File: src/rtl/pmm_pkg.sv
package pmm_pkg;
  typedef enum logic [2:0] {
    OP_NOP        = 3'd0,
    OP_ALLOC      = 3'd1,
    OP_MMU_RESET  = 3'd2,
    OP_RX_POP_REL = 3'd3,
    OP_RELEASE    = 3'd4,
    OP_TX_ENQ     = 3'd5,
    OP_TXQ_RESET  = 3'd6,
    OP_DONE_POP   = 3'd7
  } pmm_op_e;

  // Page count to reported code: 256 pages read back as FFh
  function automatic logic [7:0] units_code(input logic [15:0] pages);
    return (pages >= 16'd256) ? 8'hFF : pages[7:0];
  endfunction
endpackage

File: src/rtl/pmm_pn_fifo.sv
module pmm_pn_fifo #(
  parameter int DEPTH = 8,
  parameter int W     = 3
) (
  input  logic         clk,
  input  logic         rst_n,
  input  logic         clr,
  input  logic         push,
  input  logic [W-1:0] din,
  input  logic         pop,
  output logic [W-1:0] head,
  output logic         empty
);
  localparam int AW = (DEPTH > 1) ? $clog2(DEPTH) : 1;
  localparam int CW = $clog2(DEPTH + 1);

  logic [W-1:0]  mem [DEPTH];
  logic [AW-1:0] rd_ptr, wr_ptr;
  logic [CW-1:0] cnt;
  logic          do_pop, do_push;

  function automatic logic [AW-1:0] wrap_inc(input logic [AW-1:0] p);
    return (p == AW'(DEPTH - 1)) ? '0 : p + 1'b1;
  endfunction

  assign empty   = (cnt == '0);
  assign do_pop  = pop && !empty;
  assign do_push = push && ((cnt != CW'(DEPTH)) || do_pop);
  assign head    = empty ? '0 : mem[rd_ptr];

  always_ff @(posedge clk) begin
    if (!rst_n || clr) begin
      rd_ptr <= '0;
      wr_ptr <= '0;
      cnt    <= '0;
    end else begin
      if (do_pop)  rd_ptr <= wrap_inc(rd_ptr);
      if (do_push) wr_ptr <= wrap_inc(wr_ptr);
      if (do_push && !do_pop)      cnt <= cnt + 1'b1;
      else if (do_pop && !do_push) cnt <= cnt - 1'b1;
    end
  end

  always_ff @(posedge clk) begin
    if (do_push && !clr) mem[wr_ptr] <= din;
  end

  AST_NO_OVERFLOW: assert property (@(posedge clk) disable iff (!rst_n)
    cnt <= CW'(DEPTH));
  AST_CLR_EMPTIES: assert property (@(posedge clk) disable iff (!rst_n)
    clr |=> empty);
endmodule

File: src/rtl/pmm_page_pool.sv
module pmm_page_pool #(
  parameter int PAGES = 8,
  parameter int PW    = 3,
  parameter int CW    = 4
) (
  input  logic          clk,
  input  logic          rst_n,
  input  logic          free_all,
  input  logic          take,
  input  logic          rel_a,
  input  logic [PW-1:0] rel_a_pn,
  input  logic          rel_b,
  input  logic [PW-1:0] rel_b_pn,
  output logic          any_free,
  output logic [PW-1:0] low_pn,
  output logic [CW-1:0] free_cnt
);
  logic [PAGES-1:0] free_map, map_nxt;
  logic             take_ok;

  assign any_free = |free_map;
  assign take_ok  = take && any_free;

  // Lowest free page, found in one cycle
  always_comb begin
    low_pn = '0;
    for (int i = PAGES - 1; i >= 0; i--)
      if (free_map[i]) low_pn = PW'(i);
  end

  always_comb begin
    free_cnt = '0;
    for (int i = 0; i < PAGES; i++) free_cnt = free_cnt + CW'(free_map[i]);
  end

  always_comb begin
    map_nxt = free_map;
    if (take_ok) map_nxt[low_pn] = 1'b0;
    if (rel_a)   map_nxt[rel_a_pn] = 1'b1;
    if (rel_b)   map_nxt[rel_b_pn] = 1'b1;
  end

  always_ff @(posedge clk) begin
    if (!rst_n || free_all) free_map <= '1;
    else                    free_map <= map_nxt;
  end

  AST_TAKE_CLEARS: assert property (@(posedge clk) disable iff (!rst_n)
    take_ok && !free_all && !(rel_a && rel_a_pn == low_pn) && !(rel_b && rel_b_pn == low_pn)
    |=> !free_map[$past(low_pn)]);
  AST_COUNT_STEP: assert property (@(posedge clk) disable iff (!rst_n)
    take_ok && !free_all && !rel_a && !rel_b |=> free_cnt == $past(free_cnt) - 1'b1);
  AST_NO_TAKE_EMPTY: assert property (@(posedge clk) disable iff (!rst_n)
    take && !any_free && !free_all && !rel_a && !rel_b |=> free_cnt == '0);
endmodule

File: src/rtl/pkt_mem_mgr.sv
module pkt_mem_mgr
  import pmm_pkg::*;
#(
  parameter int NUM_PAGES = 64,
  parameter int MULT      = 1,
  localparam int PN_W     = $clog2(NUM_PAGES)
) (
  input  logic            clk,
  input  logic            rst_n,
  input  logic            cmd_valid,
  input  logic [2:0]      cmd_op,
  input  logic [PN_W-1:0] cmd_pn,
  input  logic            auto_release,
  output logic            alloc_fail,
  output logic            alloc_int,
  output logic [PN_W-1:0] alloc_pn,
  output logic            tx_head_valid,
  output logic [PN_W-1:0] tx_head_pn,
  input  logic            tx_pop,
  input  logic            tx_done_valid,
  input  logic            tx_done_ok,
  input  logic [PN_W-1:0] tx_done_pn,
  input  logic            rx_push,
  input  logic [PN_W-1:0] rx_pn,
  output logic [PN_W:0]   rx_head_word,
  output logic [PN_W:0]   done_head_word,
  output logic            rx_int,
  output logic            tx_int,
  output logic            tx_empty_int,
  output logic [7:0]      mem_size,
  output logic [7:0]      mem_free,
  output logic [7:0]      mem_mult
);
  localparam int CW = $clog2(NUM_PAGES + 1);

  pmm_op_e op;
  assign op = pmm_op_e'(cmd_op);

  // Named internal events
  logic ev_alloc, ev_mmu_rst, ev_rx_pop_rel, ev_release, ev_tx_enq, ev_txq_rst, ev_done_pop;
  logic ev_auto_rel, ev_done_push, ev_rx_free;
  assign ev_alloc      = cmd_valid && (op == OP_ALLOC);
  assign ev_mmu_rst    = cmd_valid && (op == OP_MMU_RESET);
  assign ev_rx_pop_rel = cmd_valid && (op == OP_RX_POP_REL);
  assign ev_release    = cmd_valid && (op == OP_RELEASE);
  assign ev_tx_enq     = cmd_valid && (op == OP_TX_ENQ);
  assign ev_txq_rst    = cmd_valid && (op == OP_TXQ_RESET);
  assign ev_done_pop   = cmd_valid && (op == OP_DONE_POP);
  assign ev_auto_rel   = tx_done_valid && tx_done_ok && auto_release;
  assign ev_done_push  = tx_done_valid && !ev_auto_rel;

  logic            tx_empty, rx_empty, done_empty, any_free;
  logic [PN_W-1:0] rx_head_pn, done_head_pn, low_pn;
  logic [CW-1:0]   free_cnt;

  assign ev_rx_free = ev_rx_pop_rel && !rx_empty;

  pmm_page_pool #(.PAGES(NUM_PAGES), .PW(PN_W), .CW(CW)) u_pool (
    .clk, .rst_n,
    .free_all (ev_mmu_rst),
    .take     (ev_alloc),
    .rel_a    (ev_release || ev_rx_free),
    .rel_a_pn (ev_release ? cmd_pn : rx_head_pn),
    .rel_b    (ev_auto_rel),
    .rel_b_pn (tx_done_pn),
    .any_free (any_free),
    .low_pn   (low_pn),
    .free_cnt (free_cnt)
  );

  pmm_pn_fifo #(.DEPTH(NUM_PAGES), .W(PN_W)) u_txq (
    .clk, .rst_n, .clr(ev_mmu_rst || ev_txq_rst),
    .push(ev_tx_enq), .din(cmd_pn), .pop(tx_pop),
    .head(tx_head_pn), .empty(tx_empty)
  );

  pmm_pn_fifo #(.DEPTH(NUM_PAGES), .W(PN_W)) u_doneq (
    .clk, .rst_n, .clr(ev_mmu_rst || ev_txq_rst),
    .push(ev_done_push), .din(tx_done_pn), .pop(ev_done_pop),
    .head(done_head_pn), .empty(done_empty)
  );

  pmm_pn_fifo #(.DEPTH(NUM_PAGES), .W(PN_W)) u_rxq (
    .clk, .rst_n, .clr(ev_mmu_rst),
    .push(rx_push), .din(rx_pn), .pop(ev_rx_pop_rel),
    .head(rx_head_pn), .empty(rx_empty)
  );

  always_ff @(posedge clk) begin
    if (!rst_n || ev_mmu_rst) begin
      alloc_fail <= 1'b1;
      alloc_int  <= 1'b0;
      alloc_pn   <= '0;
    end else if (ev_alloc) begin
      alloc_fail <= !any_free;
      alloc_int  <= any_free;
      if (any_free) alloc_pn <= low_pn;
    end
  end

  assign tx_head_valid  = !tx_empty;
  assign tx_empty_int   = tx_empty;
  assign rx_int         = !rx_empty;
  assign tx_int         = !done_empty;
  assign rx_head_word   = {rx_empty, rx_head_pn};
  assign done_head_word = {done_empty, done_head_pn};
  assign mem_size       = units_code(16'(NUM_PAGES));
  assign mem_free       = units_code(16'(free_cnt));
  assign mem_mult       = 8'(MULT);

  AST_MMU_RST_STATE: assert property (@(posedge clk) disable iff (!rst_n)
    ev_mmu_rst |=> alloc_fail && !alloc_int && mem_free == mem_size && !rx_int);
  AST_FAIL_NO_INT: assert property (@(posedge clk) disable iff (!rst_n)
    alloc_fail |-> !alloc_int);
  AST_RX_PUSH_INT: assert property (@(posedge clk) disable iff (!rst_n)
    rx_push && !ev_mmu_rst |=> rx_int);
  AST_AUTO_BYPASS: assert property (@(posedge clk) disable iff (!rst_n)
    ev_auto_rel && done_empty |=> done_head_word[PN_W]);
  AST_TXQ_RST_MEM: assert property (@(posedge clk) disable iff (!rst_n)
    ev_txq_rst && !tx_done_valid |=> mem_free == $past(mem_free));
endmodule

File: config.mk
export PLATFORM = sky130hd
export DESIGN_NAME = pkt_mem_mgr
export DESIGN_NICKNAME = d
export VERILOG_FILES = /design/src/rtl/pmm_pkg.sv /design/src/rtl/pmm_pn_fifo.sv /design/src/rtl/pmm_page_pool.sv /design/src/rtl/pkt_mem_mgr.sv
export SDC_FILE = /design/constraint.sdc
export NUM_CORES = 2
export LEC_CHECK = 0
export BUFFER_PORTS_ARGS = -buffer_cell sky130_fd_sc_hd__buf_4
export CAP_MARGIN = 5
export CORE_MARGIN = 4
export CORE_UTILIZATION = 60
export DETAILED_ROUTE_END_ITERATION = 6
export PLACE_DENSITY = 0.76
export SLEW_MARGIN = 30
export SYNTH_ARGS = -nofsm -noshare
export SYNTH_HDL_FRONTEND = slang
export SYNTH_SLANG_ARGS = --single-unit
File: constraint.sdc
create_clock -name clk -period 16.46 [get_ports clk]
set_clock_uncertainty 0.15 [all_clocks]
set_input_delay 3.292 -clock clk [delete_from_list [all_inputs] [get_ports clk]]
set_output_delay 3.292 -clock clk [all_outputs]
set_load 0.01 [all_outputs]
# After elaboration in Yosys (flattened, before gate mapping)
# Memory sizes are Yosys's and may differ from the RTL's. A register that Yosys moved wholly into a read port is not among the register bits.
# Cells that the tools add are included.
[word_totals]
regBits = 129
out_inout_bits = 56
memories = 3
mem_bits_rw = 1152
elab_cells = 276
[classes]
eq_ne = 16
mux = 101
n_lt_le_gt_ge = 6
n_addsub = 75
reduce_logical = 58
bitwise = 4
[memory_table]
columns = ["memory", "depth", "word_bits", "rd", "rd_ports_with_merged_regs", "write_ports", "line", "source"]
rows = [
  ["u_doneq.mem", 64, 6, 1, 1, 1, "pmm_pn_fifo.sv:17", "logic [W-1:0] mem [DEPTH];"],
  ["u_rxq.mem", 64, 6, 1, 1, 1, "pmm_pn_fifo.sv:17", ""],
  ["u_txq.mem", 64, 6, 1, 1, 1, "pmm_pn_fifo.sv:17", ""],
]
[ops]
columns = ["operator", "n"]
rows = [
  ["2-to-1 mux 6 bit", 80],
  ["adder 7 x 1 -> 7 bit", 62],
  ["2-to-1 mux 64 bit", 3],
  ["bitwise OR 64 bit", 2],
  ["bitwise AND 64 bit", 1],
  ["NOT 64 bit", 1],
  ["OR reduction 64 bit", 1],
  ["2-to-1 mux 7 bit", 6],
  ["adder 6 x 1 -> 6 bit (second input constant)", 6],
  ["equality test 6 bit (second input constant)", 6],
  ["logical AND 1 bit", 29],
  ["adder 7 x 1 -> 7 bit (second input constant)", 3],
  ["logical NOT 7 bit", 3],
  ["less-than comparator 6 x 7 -> 1 bit (second input constant)", 3],
  ["!= test 7 bit (second input constant)", 3],
  ["subtractor 7 x 1 -> 7 bit (second input constant)", 3],
  ["demux 1 bit (select 6 bit)", 3],
  [">= comparator 6 x 1 -> 1 bit (second input constant)", 3],
  ["logical NOT 1 bit", 14],
  ["equality test 3 bit (second input constant)", 4],
  ["2-to-1 mux 1 bit", 9],
  ["logical OR 1 bit", 7],
  ["equality test 3 x 2 -> 1 bit (second input constant)", 2],
  ["nonzero test 2 bit", 3],
  ["other kinds (3)", 3],
]

# Logic depth before layout (Yosys ltp)
[depth]
depth_word = 75
ltp_mapped = 22
ltp_nobuf = 22

# By module
# Synthesis repeated with hierarchy kept, for this count alone.
[hier_totals]
cells_unflattened = 3329
hier_area_um2 = 55321.8
[by_module_without_submodules]
columns = ["mod", "seq_area_each_um2", "area_each_um2", "n_inst", "cells_each"]
rows = [
  ["pmm_pn_fifo (u_rxq ...)", 12031.5, 16263.1, 2, 846],
  ["pmm_pn_fifo (u_doneq)", 12031.5, 16240.6, 1, 843],
  ["pmm_page_pool", 1281.2, 5893.2, 1, 715],
  ["pkt_mem_mgr", 160.2, 661.9, 1, 79],
]

# Least setup slack after synthesis
# Ideal clock, no wire load.
[synth_path]
path_kind = "register to output"
start = "reg u_pool.free_map[1]"
end = "out mem_free[6]"
path_stages_with_launch = 21
arrival_ps = 5959
path_buffers = 0
slack_ps = 7059
path_cell_list = "dfxtp_1 -> inv_1 -> ha_1 -> inv_1 -> fa_1 -> fa_1 -> fa_1 -> fa_1 -> fa_1 -> fa_1 -> fa_1 -> fa_1 -> inv_1 -> fa_1 -> fa_1 -> a21oi_1 -> nor2_1 -> nor2_1 -> nor2b_1 -> o21ai_0 -> nand2b_1"
[synth_between]
elab_chain_cells = 63
[synth_rtl]
columns = ["item", "line", "source"]
rows = [
  ["start: declaration", "pmm_page_pool.sv:18", "logic [PAGES-1:0] free_map, map_nxt;"],
  ["start signal: assignment", "pmm_page_pool.sv:45", "else free_map <= map_nxt;"],
  ["adder 1 x 1 -> 2 bit", "pmm_page_pool.sv:33", "for (int i = 0; i < PAGES; i++) free_cnt = free_cnt + CW'(free_map[i]);"],
  ["adder 7 x 1 -> 7 bit (62 in a row)", "pmm_page_pool.sv:33", ""],
  ["end: declaration", "pkt_mem_mgr.sv:31", "output logic [7:0] mem_free,"],
]
# Every way passes these cells.

# Final worst setup path
# Same ends and word-level chain as after synthesis.

==> metrics.txt <==
pin count of the biggest net entering global routing=77; GRT Residual Overflow=0; Port Buffer Count=67; internal power=between 5 and 6 mW; critical path class=flop to output port; Leak Pwr=19.0 nW; DP Worst Slack=6.33 ns; flops & latches, synth=around 1300; critical path fanouts, max=6; EDFF count, synth=1152; Worst slew margin=28.2%; layout cell share with drive strength beyond 1=19.7%; count of final hold-check violations=0; Rows=110; Final Max Slew Viols=0; DIE HEIGHT=310 um; via count=30200; worst-skew pair later-pin latency=~0.74 ns; IO Count=85; GR Util met1=39.4%; Worst setup SP type=flop; worst slew pin tran=1.07 ns; CTS hold repair buffers=0; final WL=132 mm; DP HPWL=85.9 mm; vias per cell=6.68; Post-Synthesis Cell Area=0.0547 sq mm; final setup fails=0; Crit path arrival time=7.52 ns; Pwr per Cell Area=121 mW/mm^2; Sw Pwr=roughly 1.7 mW; DRC violations left=0; DR WL/cell=29.3 um; Max rail drop VDD=0.000121 V; Synth area leader=edfxtp_1; CTS tree=done; GRT Overall Usage=28.3%; clk root buf=clkbuf_16; commonest non-fill, non-tap cell in the layout=edfxtp_1; worst setup margin=between 5 and 6 ns; TNS Setup=0 ns; status=completed; leading cell types in the layout, fill and taps excluded=edfxtp_1 (1152), mux4_2 (324), nor2_1 (316), dfxtp_1 (138), clkbuf_16 (136); starting density of the core=about three fifths; Unique masters post-synth=72; setup bufs post-CTS=0; RSZ-0062 raised after global routing=false; final worst-path cycle share=around 67%; CP endpoint kind=output port; diode count=0; first-pass GRT wire length=199 mm; sw frac=23.5%; Area Growth Syn to Fin=10.7%; R2R Setup Slk=11.14 ns; Reg clk slew, reported paths=0.06 ns; Synth Warn #=0; ys async rst share=0%; clk sinks=1299; Post-synth top flop=edfxtp_1; required time of the critical path=13.02 ns; Non-Filler Instances=between 4000 and 5000; Hold Path End=u_txq.cnt[6]$_SDFFE_PP0P_; power share of the clock group=39.6%; Num CTS Buffers=131; Reg power frac=49.7%; number of H-tree levels=4; first-iteration detailed-routing DRC count=3859; Layout Nets=3365; Comb pwr share=between 10% and 20%; met3 Resource Use GR=6.03%; die area=0.0960 sq mm; post-cts resize count=0; Worst R2R Path Depth=9; vias in the first global route=30800; initial antenna violation count=1; Placed Cells=around 4300; top cells by area, synth=edfxtp_1 (63%), mux4_2 (13%), dfxtp_1 (5.4%), nor2_1 (2.2%), fa_1 (2.1%); Reg-to-Reg End=u_pool.free_map[37]$_SDFF_PP1_; sequential-to-total area share from yosys stat=between 60% and 70%; gr busiest metal=met2; MaxCap Viol Count=0; worst hold start=u_txq.cnt[6]$_SDFFE_PP0P_; fmax=91.2 MHz; syn avg cell area=roughly 17 sq um; clk buf depth=3; die width=310 um; post-route ant nets=0; Core Footprint=0.0901 sq mm; crit path time final=10.96 ns; Mapped Cells=roughly 3200; share of the synthesized area in the top cell type=a little over three fifths; drt pass-1 iters=6; RD Place Congestion=about 0.95; Global Route met2 Usage=45.0%; Worst Hold Class=flop to flop; Min-Delay Path Depth=2
routing by layer:
metal,vias to the layer above,wire length (um)
li1,12700,-
met1,15500,50600
met2,1710,63700
met3,298,12800
met4,2,5210
met5,-,13
state kept, by name, summed over array words and instances (netlist names), 6 cells and up, named ones only:
| signal | count |
|---|---|
| u_doneq.mem | 384 |
| u_rxq.mem | 384 |
| u_txq.mem | 384 |
| u_pool.free_map | 64 |
| u_doneq.cnt | 7 |
| u_rxq.cnt | 7 |
| u_txq.cnt | 7 |
| alloc_pn | 6 |
| u_doneq.rd_ptr | 6 |
| u_doneq.wr_ptr | 6 |
| u_rxq.rd_ptr | 6 |
| u_rxq.wr_ptr | 6 |
| u_txq.rd_ptr | 6 |
| u_txq.wr_ptr | 6 |
cells by family after synthesis:
kind of cell / synth area share (%)
AO/OA/AOI/OAI: 4.76
AND/OR/NAND/NOR: 5.73
buffers and inverters: 2.27
XOR/XNOR: 0.721
adder cells (fa/ha/maj): 3.03
flip-flops: 68.7
other: 0.0137
multiplexers: 14.8
critical path, stage by stage, from the launching register on:
cell      delay [ns]
dfxtp_1         0.39
inv_1           0.15
ha_1            0.31
inv_1           0.05
fa_1            0.46
fa_1            0.55
fa_1            0.45
fa_1            0.54
fa_1            0.45
fa_1            0.52
fa_1            0.44
fa_1            0.50
inv_1           0.05
fa_1            0.41
fa_1            0.48
a21oi_1         0.18
nor2_1          0.05
nor2_1          0.16
nor2b_1         0.08
o21ai_0         0.22
nand2b_1        0.17
buf_4           0.18
how the worst max path moves through the flow:
stage | start | slack [ns] | end
2_1_floorplan | u_pool.free_map[1]$_SDFF_PP1_ | 7.06 | mem_free[6]
3_3_place_gp | u_pool.free_map[1]$_SDFF_PP1_ | 6.42 | mem_free[6]
3_5_place_dp | u_pool.free_map[1]$_SDFF_PP1_ | 6.33 | mem_free[6]
4_1_cts | u_pool.free_map[1]$_SDFF_PP1_ | 5.45 | mem_free[6]
5_1_grt | u_pool.free_map[1]$_SDFF_PP1_ | 5.27 | mem_free[6]
6_report | u_pool.free_map[1]$_SDFF_PP1_ | 5.50 | mem_free[6]
layout make-up:
class	count	area, sq um
Tap cell	1176	1470
Timing Repair Buffer	101	842
Inverter	112	420
Clock inverter	68	609
Sequential cell	1299	37600
Clock buffer	168	3580
Multi-Input combinational cell	1593	16000
Fill cell	5678	29700
power by group through the flow:
stage | registers, mW | clock network, mW | logic, mW
2_1_floorplan | 3.70 | 0 | 0.516
5_1_grt | 3.66 | 3.10 | 0.840
6_report | 3.65 | 2.91 | 0.784
3_3_place_gp | 3.74 | 0 | 0.728
4_1_cts | 3.65 | 2.95 | 0.783
3_5_place_dp | 3.72 | 0 | 0.775
stage by stage:
stage	util (%)	hold WS, ns	instance area [sq um]	total power [mW]
6_report	67.1	0.352	60500	7.35
4_1_cts	67.0	0.356	60400	7.38
3_3_place_gp	62.3	0.319	56100	4.46
5_1_grt	67.1	0.410	60500	7.60
2_1_floorplan	-	0.304	54700	4.21
3_5_place_dp	62.4	0.339	56200	4.50
Yosys cell counts, types with 28 or more instances:
cell      instances
clkbuf_1         96
edfxtp_1       1152
nand2_1         116
mux4_2          324
dfxtp_1         147
a21oi_1          67
fa_1             57
inv_1           110
nor4_1           28
buf_1            32
mux2i_1          74
nand3_1          38
nor3_1           28
o21ai_0          69
nor2_1          317
ha_1             41
buf_4            32
(Power assumes the default switching activity.)
